$ cat src/rtl/dio_pkg.sv
package dio_pkg;
    localparam int BYTE_W  = 8;
    localparam int N_BYTES = 2;
    localparam int IO_W    = BYTE_W * N_BYTES;
    localparam int ADDR_W  = 3;

    typedef enum logic [ADDR_W-1:0] {
        OFS_OUT_LO  = 3'd0,
        OFS_IN_LO   = 3'd1,
        OFS_IRQ_CTL = 3'd2,
        OFS_FLT_CTL = 3'd3,
        OFS_OUT_HI  = 3'd4,
        OFS_IN_HI   = 3'd5,
        OFS_STATUS  = 3'd6,
        OFS_SPARE   = 3'd7
    } ofs_e;

    typedef struct packed {
        logic             rd;
        logic             wr;
        ofs_e             ofs;
        logic [BYTE_W-1:0] data;
    } bus_req_t;

    typedef struct packed {
        logic irq_en;
        logic flt_en;
    } ctl_t;

    function automatic logic [BYTE_W-1:0] status_byte(input logic irq_lvl,
                                                      input logic [N_BYTES-1:0] pnd);
        logic [BYTE_W-1:0] s;
        s = '0;
        s[N_BYTES-1:0] = pnd;
        s[N_BYTES]     = irq_lvl;
        return s;
    endfunction
endpackage

$ cat src/rtl/dio_in_sync.sv
module dio_in_sync #(
    parameter int W        = 16,
    parameter int FILT_LEN = 4
) (
    input  logic         clk,
    input  logic         rst,
    input  logic         flt_en,
    input  logic [W-1:0] raw_in,
    output logic [W-1:0] acc_q
);
    localparam int CW = $clog2(FILT_LEN + 1);
    localparam logic [CW-1:0] CNT_LAST = CW'(FILT_LEN - 1);

    logic [W-1:0] meta_q;
    logic [W-1:0] sync_q;

    always_ff @(posedge clk) begin
        if (rst) begin
            meta_q <= '0;
            sync_q <= '0;
        end else begin
            meta_q <= raw_in;
            sync_q <= meta_q;
        end
    end

    for (genvar b = 0; b < W; b++) begin : g_bit
        logic [CW-1:0] cnt_q;
        always_ff @(posedge clk) begin
            if (rst) begin
                cnt_q    <= '0;
                acc_q[b] <= 1'b0;
            end else if (!flt_en) begin
                cnt_q    <= '0;
                acc_q[b] <= sync_q[b];
            end else if (sync_q[b] == acc_q[b]) begin
                cnt_q    <= '0;
            end else if (cnt_q == CNT_LAST) begin
                cnt_q    <= '0;
                acc_q[b] <= sync_q[b];
            end else begin
                cnt_q    <= cnt_q + 1'b1;
            end
        end
    end
endmodule

$ cat src/rtl/dio_cos.sv
module dio_cos #(
    parameter int GRP_W = 8,
    parameter int N_GRP = 2
) (
    input  logic                   clk,
    input  logic                   rst,
    input  logic [GRP_W*N_GRP-1:0] acc_in,
    input  logic                   clr,
    output logic [N_GRP-1:0]       cos_evt,
    output logic [N_GRP-1:0]       pend
);
    logic [GRP_W*N_GRP-1:0] prev_q;
    logic [GRP_W*N_GRP-1:0] diff;

    assign diff = acc_in ^ prev_q;

    always_ff @(posedge clk) begin
        if (rst) prev_q <= '0;
        else     prev_q <= acc_in;
    end

    for (genvar g = 0; g < N_GRP; g++) begin : g_grp
        assign cos_evt[g] = |diff[g*GRP_W +: GRP_W];
        always_ff @(posedge clk) begin
            if (rst)             pend[g] <= 1'b0;
            else if (cos_evt[g]) pend[g] <= 1'b1;
            else if (clr)        pend[g] <= 1'b0;
        end
    end
endmodule

$ cat src/rtl/dio_regs.sv
module dio_regs
    import dio_pkg::*;
(
    input  logic                 clk,
    input  logic                 rst,
    input  bus_req_t             req,
    input  logic [IO_W-1:0]      acc_in,
    input  logic [N_BYTES-1:0]   pend,
    output logic [IO_W-1:0]      out_q,
    output ctl_t                 ctl_q,
    output logic                 clr_pend,
    output logic                 irq,
    output logic [BYTE_W-1:0]    rdata
);
    logic wr_hit;
    logic rd_hit;

    assign wr_hit   = req.wr;
    assign rd_hit   = req.rd && !req.wr;
    assign clr_pend = wr_hit && (req.ofs == OFS_IN_LO);
    assign irq      = ctl_q.irq_en && (|pend);

    always_ff @(posedge clk) begin
        if (rst) begin
            out_q <= '0;
            ctl_q <= '0;
        end else begin
            if (wr_hit) begin
                unique case (req.ofs)
                    OFS_OUT_LO:  out_q[BYTE_W-1:0]      <= req.data;
                    OFS_OUT_HI:  out_q[IO_W-1:BYTE_W]   <= req.data;
                    OFS_IRQ_CTL: ctl_q.irq_en           <= 1'b0;
                    OFS_FLT_CTL: ctl_q.flt_en           <= 1'b0;
                    default: ;
                endcase
            end else if (rd_hit) begin
                unique case (req.ofs)
                    OFS_IRQ_CTL: ctl_q.irq_en <= 1'b1;
                    OFS_FLT_CTL: ctl_q.flt_en <= 1'b1;
                    default: ;
                endcase
            end
        end
    end

    always_comb begin
        rdata = '0;
        if (req.rd) begin
            unique case (req.ofs)
                OFS_OUT_LO: rdata = out_q[BYTE_W-1:0];
                OFS_OUT_HI: rdata = out_q[IO_W-1:BYTE_W];
                OFS_IN_LO:  rdata = acc_in[BYTE_W-1:0];
                OFS_IN_HI:  rdata = acc_in[IO_W-1:BYTE_W];
                OFS_STATUS: rdata = status_byte(irq, pend);
                default:    rdata = '0;
            endcase
        end
    end
endmodule

$ cat src/rtl/isol_io_ctrl.sv
module isol_io_ctrl
    import dio_pkg::*;
#(
    parameter int FILT_LEN = 4
) (
    input  logic              clk,
    input  logic              rst,
    input  logic [2:0]        bus_addr,
    input  logic              bus_rd,
    input  logic              bus_wr,
    input  logic [7:0]        bus_wdata,
    output logic [7:0]        bus_rdata,
    output logic [15:0]       drive_out,
    input  logic [15:0]       raw_in,
    output logic              irq
);
    bus_req_t             req;
    ctl_t                 ctl;
    logic                 irq_en;
    logic                 filt_en;
    logic [IO_W-1:0]      acc;
    logic [N_BYTES-1:0]   pend;
    logic [N_BYTES-1:0]   cos_evt;
    logic                 clr_pend;

    assign req.rd   = bus_rd;
    assign req.wr   = bus_wr;
    assign req.ofs  = ofs_e'(bus_addr);
    assign req.data = bus_wdata;
    assign irq_en   = ctl.irq_en;
    assign filt_en  = ctl.flt_en;

    dio_in_sync #(.W(IO_W), .FILT_LEN(FILT_LEN)) u_sync (
        .clk    (clk),
        .rst    (rst),
        .flt_en (filt_en),
        .raw_in (raw_in),
        .acc_q  (acc)
    );

    dio_cos #(.GRP_W(BYTE_W), .N_GRP(N_BYTES)) u_cos (
        .clk     (clk),
        .rst     (rst),
        .acc_in  (acc),
        .clr     (clr_pend),
        .cos_evt (cos_evt),
        .pend    (pend)
    );

    dio_regs u_regs (
        .clk      (clk),
        .rst      (rst),
        .req      (req),
        .acc_in   (acc),
        .pend     (pend),
        .out_q    (drive_out),
        .ctl_q    (ctl),
        .clr_pend (clr_pend),
        .irq      (irq),
        .rdata    (bus_rdata)
    );
endmodule

$ cat config.mk
export PLATFORM = sky130hd
export DESIGN_NAME = isol_io_ctrl
export DESIGN_NICKNAME = d
export VERILOG_FILES = /design/src/rtl/dio_pkg.sv /design/src/rtl/dio_in_sync.sv /design/src/rtl/dio_cos.sv /design/src/rtl/dio_regs.sv /design/src/rtl/isol_io_ctrl.sv
export SDC_FILE = /design/constraint.sdc
export NUM_CORES = 1
export LEC_CHECK = 0
export BUFFER_PORTS_ARGS = -buffer_cell sky130_fd_sc_hd__buf_2
export CELL_PAD_IN_SITES_DETAIL_PLACEMENT = 0
export CELL_PAD_IN_SITES_GLOBAL_PLACEMENT = 2
export CORE_UTILIZATION = 25
export CTS_BUF_LIST = sky130_fd_sc_hd__clkbuf_16
export DETAILED_ROUTE_END_ITERATION = 6
export HOLD_SLACK_MARGIN = 0.06
export PLACE_DENSITY_LB_ADDON = 0.1
export SYNTH_ARGS = -nofsm -noshare
export SYNTH_HDL_FRONTEND = slang
export SYNTH_SLANG_ARGS = --single-unit
$ cat constraint.sdc
create_clock -name clk -period 2 [get_ports clk]
set_input_delay 0.4 -clock clk [delete_from_list [all_inputs] [get_ports clk]]
set_output_delay 0.4 -clock clk [all_outputs]
set_load 0.05 [all_outputs]
==> metrics <==
status finished with violations; violated checks negative setup slack; vias per cell 4.000; area grow syn2layout 27.83%; CTS tree built; DRT iter0 DRCs 79; via count 3460; grt total ovfl 0; Max-Cap Viols 0; family with the most delay on the worst path multiplexers; crit path to bus_rdata[2]; highest metal used met5; routed len/inst 13.37 um; Clock Sinks 132; cells after synthesis between 500 and 600; wl on met1 5581 um; prevailing post-synth register cell dfxtp_1; commonest non-fill, non-tap cell in the layout dfxtp_1; IO Port Bufs 55; Worst Hold Class primary input to flip-flop; DIE HEIGHT approximately 150 um; antenna-violating nets left 0; Peak Freq 0.4956 GHz; die area 0.02113 mm^2; H-tree Lvls 4; final net count 646; total CTS buffers 17; first-pass GRT wire length 19240 um; DRT Pass-1 Iters 4; Core ar. 0.02017 mm^2; Slew Limit Headroom 0.7494; reg2reg setup slack 0.58 ns; Setup Crit Path Kind flip-flop to output port; most frequent cells in the layout dfxtp_1, nor2_1, buf_2; part of the power in registers 0.429; PnR worst setup slack -0.01760 ns; share of layout cells above drive strength 1 0.2218; worst path bufs/invs 1; Max Clock Skew around 0.007 ns; top fanout value on the critical path 2; Crit path required time 1.60 ns; largest net degree at the start of global routing 26; Power Density 969.9 mW/mm^2; total negative setup slack -0.01760 ns; Final period util 1.009; Comb pwr share 0.052; reg2reg start u_sync.g_bit[2].cnt_q[0]$_SDFF_PP0_; final wirelength 11570 um; internal power 5.022 mW; Post-Syn Nets 565; fill count 2126; Synth async-reset ratio 0; sequential fraction of the synthesis area 0.5142; Pleak ~2.8 nW; Crit path arrival time 1.62 ns; Starting Density 0.2548; hpwl dp roughly 8400 um; Clk pin slew, worst setup/hold paths approximately 0.060 ns; Site Rows 52; Worst path depth 4; net load switching power between 1 and 1.5 mW; Clock Latency Late Sink 0.42 ns; vias in the first global route 3643; post-layout util 0.3257; # setup viols final 1; Ys Warns 0; CP peak stage delay 0.47 ns; r2r endpoint u_sync.g_bit[2].cnt_q[2]$_SDFF_PP0_; R2R cell count 5; DRC 0; met3 routed WL 408 um; post-synthesis cell area 0.005139 mm^2; global placement routability congestion 0.7089; Sw Share 0.2119; Post-synth EDFFs 0; VDD IR max 515.7 uV; clock root buffer clkbuf_16; Post-Syn Area per Cell 10.24 um^2; Slowest-stage cell, CP mux4_2; wire length on met2 5450 um; Tot GR Track Use 0.1197; crit path launch type flip-flop; Crit. End Element output port; crit path time final between 2 and 2.5 ns; Clock power frac 0.519; Slew Viols, Final 0; Ports 56; initial antenna violation count 1; worst path cell trace mux4_2 > mux2i_1 > nor2b_2 > buf_6; register bit total from synthesis 132; Cell variety after synth 36; Longest Clk Path Bufs 2; n_diodes 0; crit path launch u_sync.acc_q[10]$_SDFFE_PP0P_; Final Hold Viols 0; RSZ-0062 raised after global routing yes; Die Wd 145.4 um; worst slew pin tran 0.3707 ns
## synthesized netlist by cell type, types with 2 or more instances
| cell type | count | area (um^2) |
|---|---|---|
| nand2b_2 | 2 | 17.52 |
| buf_4 | 2 | 15.01 |
| buf_2 | 4 | 20.02 |
| clkbuf_1 | 8 | 30.03 |
| ha_1 | 32 | 400.4 |
| nor2_1 | 76 | 285.3 |
| nand2b_1 | 18 | 112.6 |
| inv_1 | 33 | 123.9 |
| mux2i_1 | 37 | 370.4 |
| a21oi_1 | 9 | 45.04 |
| or2_1 | 2 | 12.51 |
| buf_1 | 2 | 7.510 |
| nor2b_1 | 50 | 312.8 |
| a2111oi_1 | 2 | 20.02 |
| o22ai_1 | 4 | 25.02 |
| a21boi_0 | 2 | 15.01 |
| xor2_1 | 4 | 35.03 |
| xnor2_1 | 28 | 245.2 |
| and2_1 | 4 | 25.02 |
| or3_1 | 16 | 100.1 |
| dfxtp_1 | 132 | 2643 |
| mux4_2 | 3 | 67.56 |
| buf_6 | 2 | 22.52 |
| a31oi_1 | 2 | 12.51 |
| nand4_1 | 2 | 12.51 |
| nand2_1 | 16 | 60.06 |
## metal layers
metal,vias up,global-route usage
met1,1620,0.1482
met5,-,0
met3,12,0.04201
li1,1780,-
met4,2,0.03789
met2,46,0.1945
## cell type report
class | count | area [um^2] | share of cell area
sequential | 132 | 2660 | 0.4050
multi-input combinational | 319 | 2287 | 0.3482
timing repair buffer | 80 | 540.5 | 0.08229
clock buffer | 17 | 425.4 | 0.06476
tap | 270 | 337.8 | 0.05143
clock inverter | 14 | 193.9 | 0.02952
inverter | 33 | 123.9 | 0.01886
## how the worst min path moves through the flow
| stage | from | endpoint | depth (start not counted) |
|---|---|---|---|
| after global placement | u_sync.g_bit[3].cnt_q[0]$_SDFF_PP0_ | u_sync.g_bit[3].cnt_q[0]$_SDFF_PP0_ | 1 |
| after global routing | raw_in[11] | u_sync.meta_q[11]$_SDFF_PP0_ | 2 |
| after floorplan | u_sync.g_bit[12].cnt_q[0]$_SDFF_PP0_ | u_sync.g_bit[12].cnt_q[0]$_SDFF_PP0_ | 1 |
| final | raw_in[5] | u_sync.meta_q[5]$_SDFF_PP0_ | 2 |
| after CTS | raw_in[9] | u_sync.meta_q[9]$_SDFF_PP0_ | 2 |
| after detailed placement | u_sync.g_bit[5].cnt_q[0]$_SDFF_PP0_ | u_sync.g_bit[5].cnt_q[0]$_SDFF_PP0_ | 1 |
## flip-flops by register name, summed over array words and instances, names as in the netlist
signal and count:
u_regs.ctl_q 2, u_sync.meta_q 16, u_sync.acc_q 16, u_regs.out_q 16
u_cos.pend 2, u_sync.g_bit.cnt_q 48, u_sync.sync_q 16, u_cos.prev_q 16
## through the flow
| step | setup slack (ns) | area, um^2 | cells | hold slack, ns | total power, mW |
|---|---|---|---|---|---|
| 5_1_grt | -0.07537 | 6569 | 865 | 0.1919 | 6.616 |
| 6_report | -0.01760 | 6569 | 865 | 0.1904 | 6.371 |
| 2_1_floorplan | 0.1030 | 5147 | 502 | 0.3990 | 2.992 |
| 3_5_place_dp | 0.05773 | 5883 | 831 | 0.4127 | 3.124 |
| 4_1_cts | -0.05813 | 6558 | 865 | 0.1684 | 6.478 |
| 3_3_place_gp | 0.05343 | 5883 | 831 | 0.4057 | 3.123 |
## worst register-to-register path, stage by stage, from the launching register on
cell and delay [ns]:
dfxtp_1 0.31, ha_1 0.20, ha_1 0.19, nand2b_1 0.17, or3_1 0.38, nor2_1 0.11
## power groups by stage
stage	clock, mW	combinational, mW	sequential [mW]
floorplan	0	0.190	2.80
global placement	0	0.332	2.79
detailed placement	0	0.335	2.79
CTS	3.40	0.341	2.73
global route	3.51	0.368	2.74
finish	3.31	0.333	2.73
## kinds of logic (layout without fill, tap and decap cells)
kind of cell               Yosys count  count (layout)  share of synthesized area
xor gates and xnor gates            32              32                    0.05454
muxes                               40              40                    0.08522
DFF                                132             132                     0.5142
adders and majority gates           32              32                    0.07791
AOI/OAI and AO/OA                   21              21                    0.02605
buffers and inverters               51             144                    0.04261
and+or+nand+nor                    194             194                     0.1994
## what timing repair did
| item | in CTS | in global routing |
|---|---|---|
| buffers inserted | 3 | 0 |
| endpoints found under the setup margin | 3 | 7 |
| hold buffers | 0 | 0 |
| pin swaps | 1 | 0 |
| gates resized for setup | 15 | 8 |
Power figures use the tool's default switching activity.
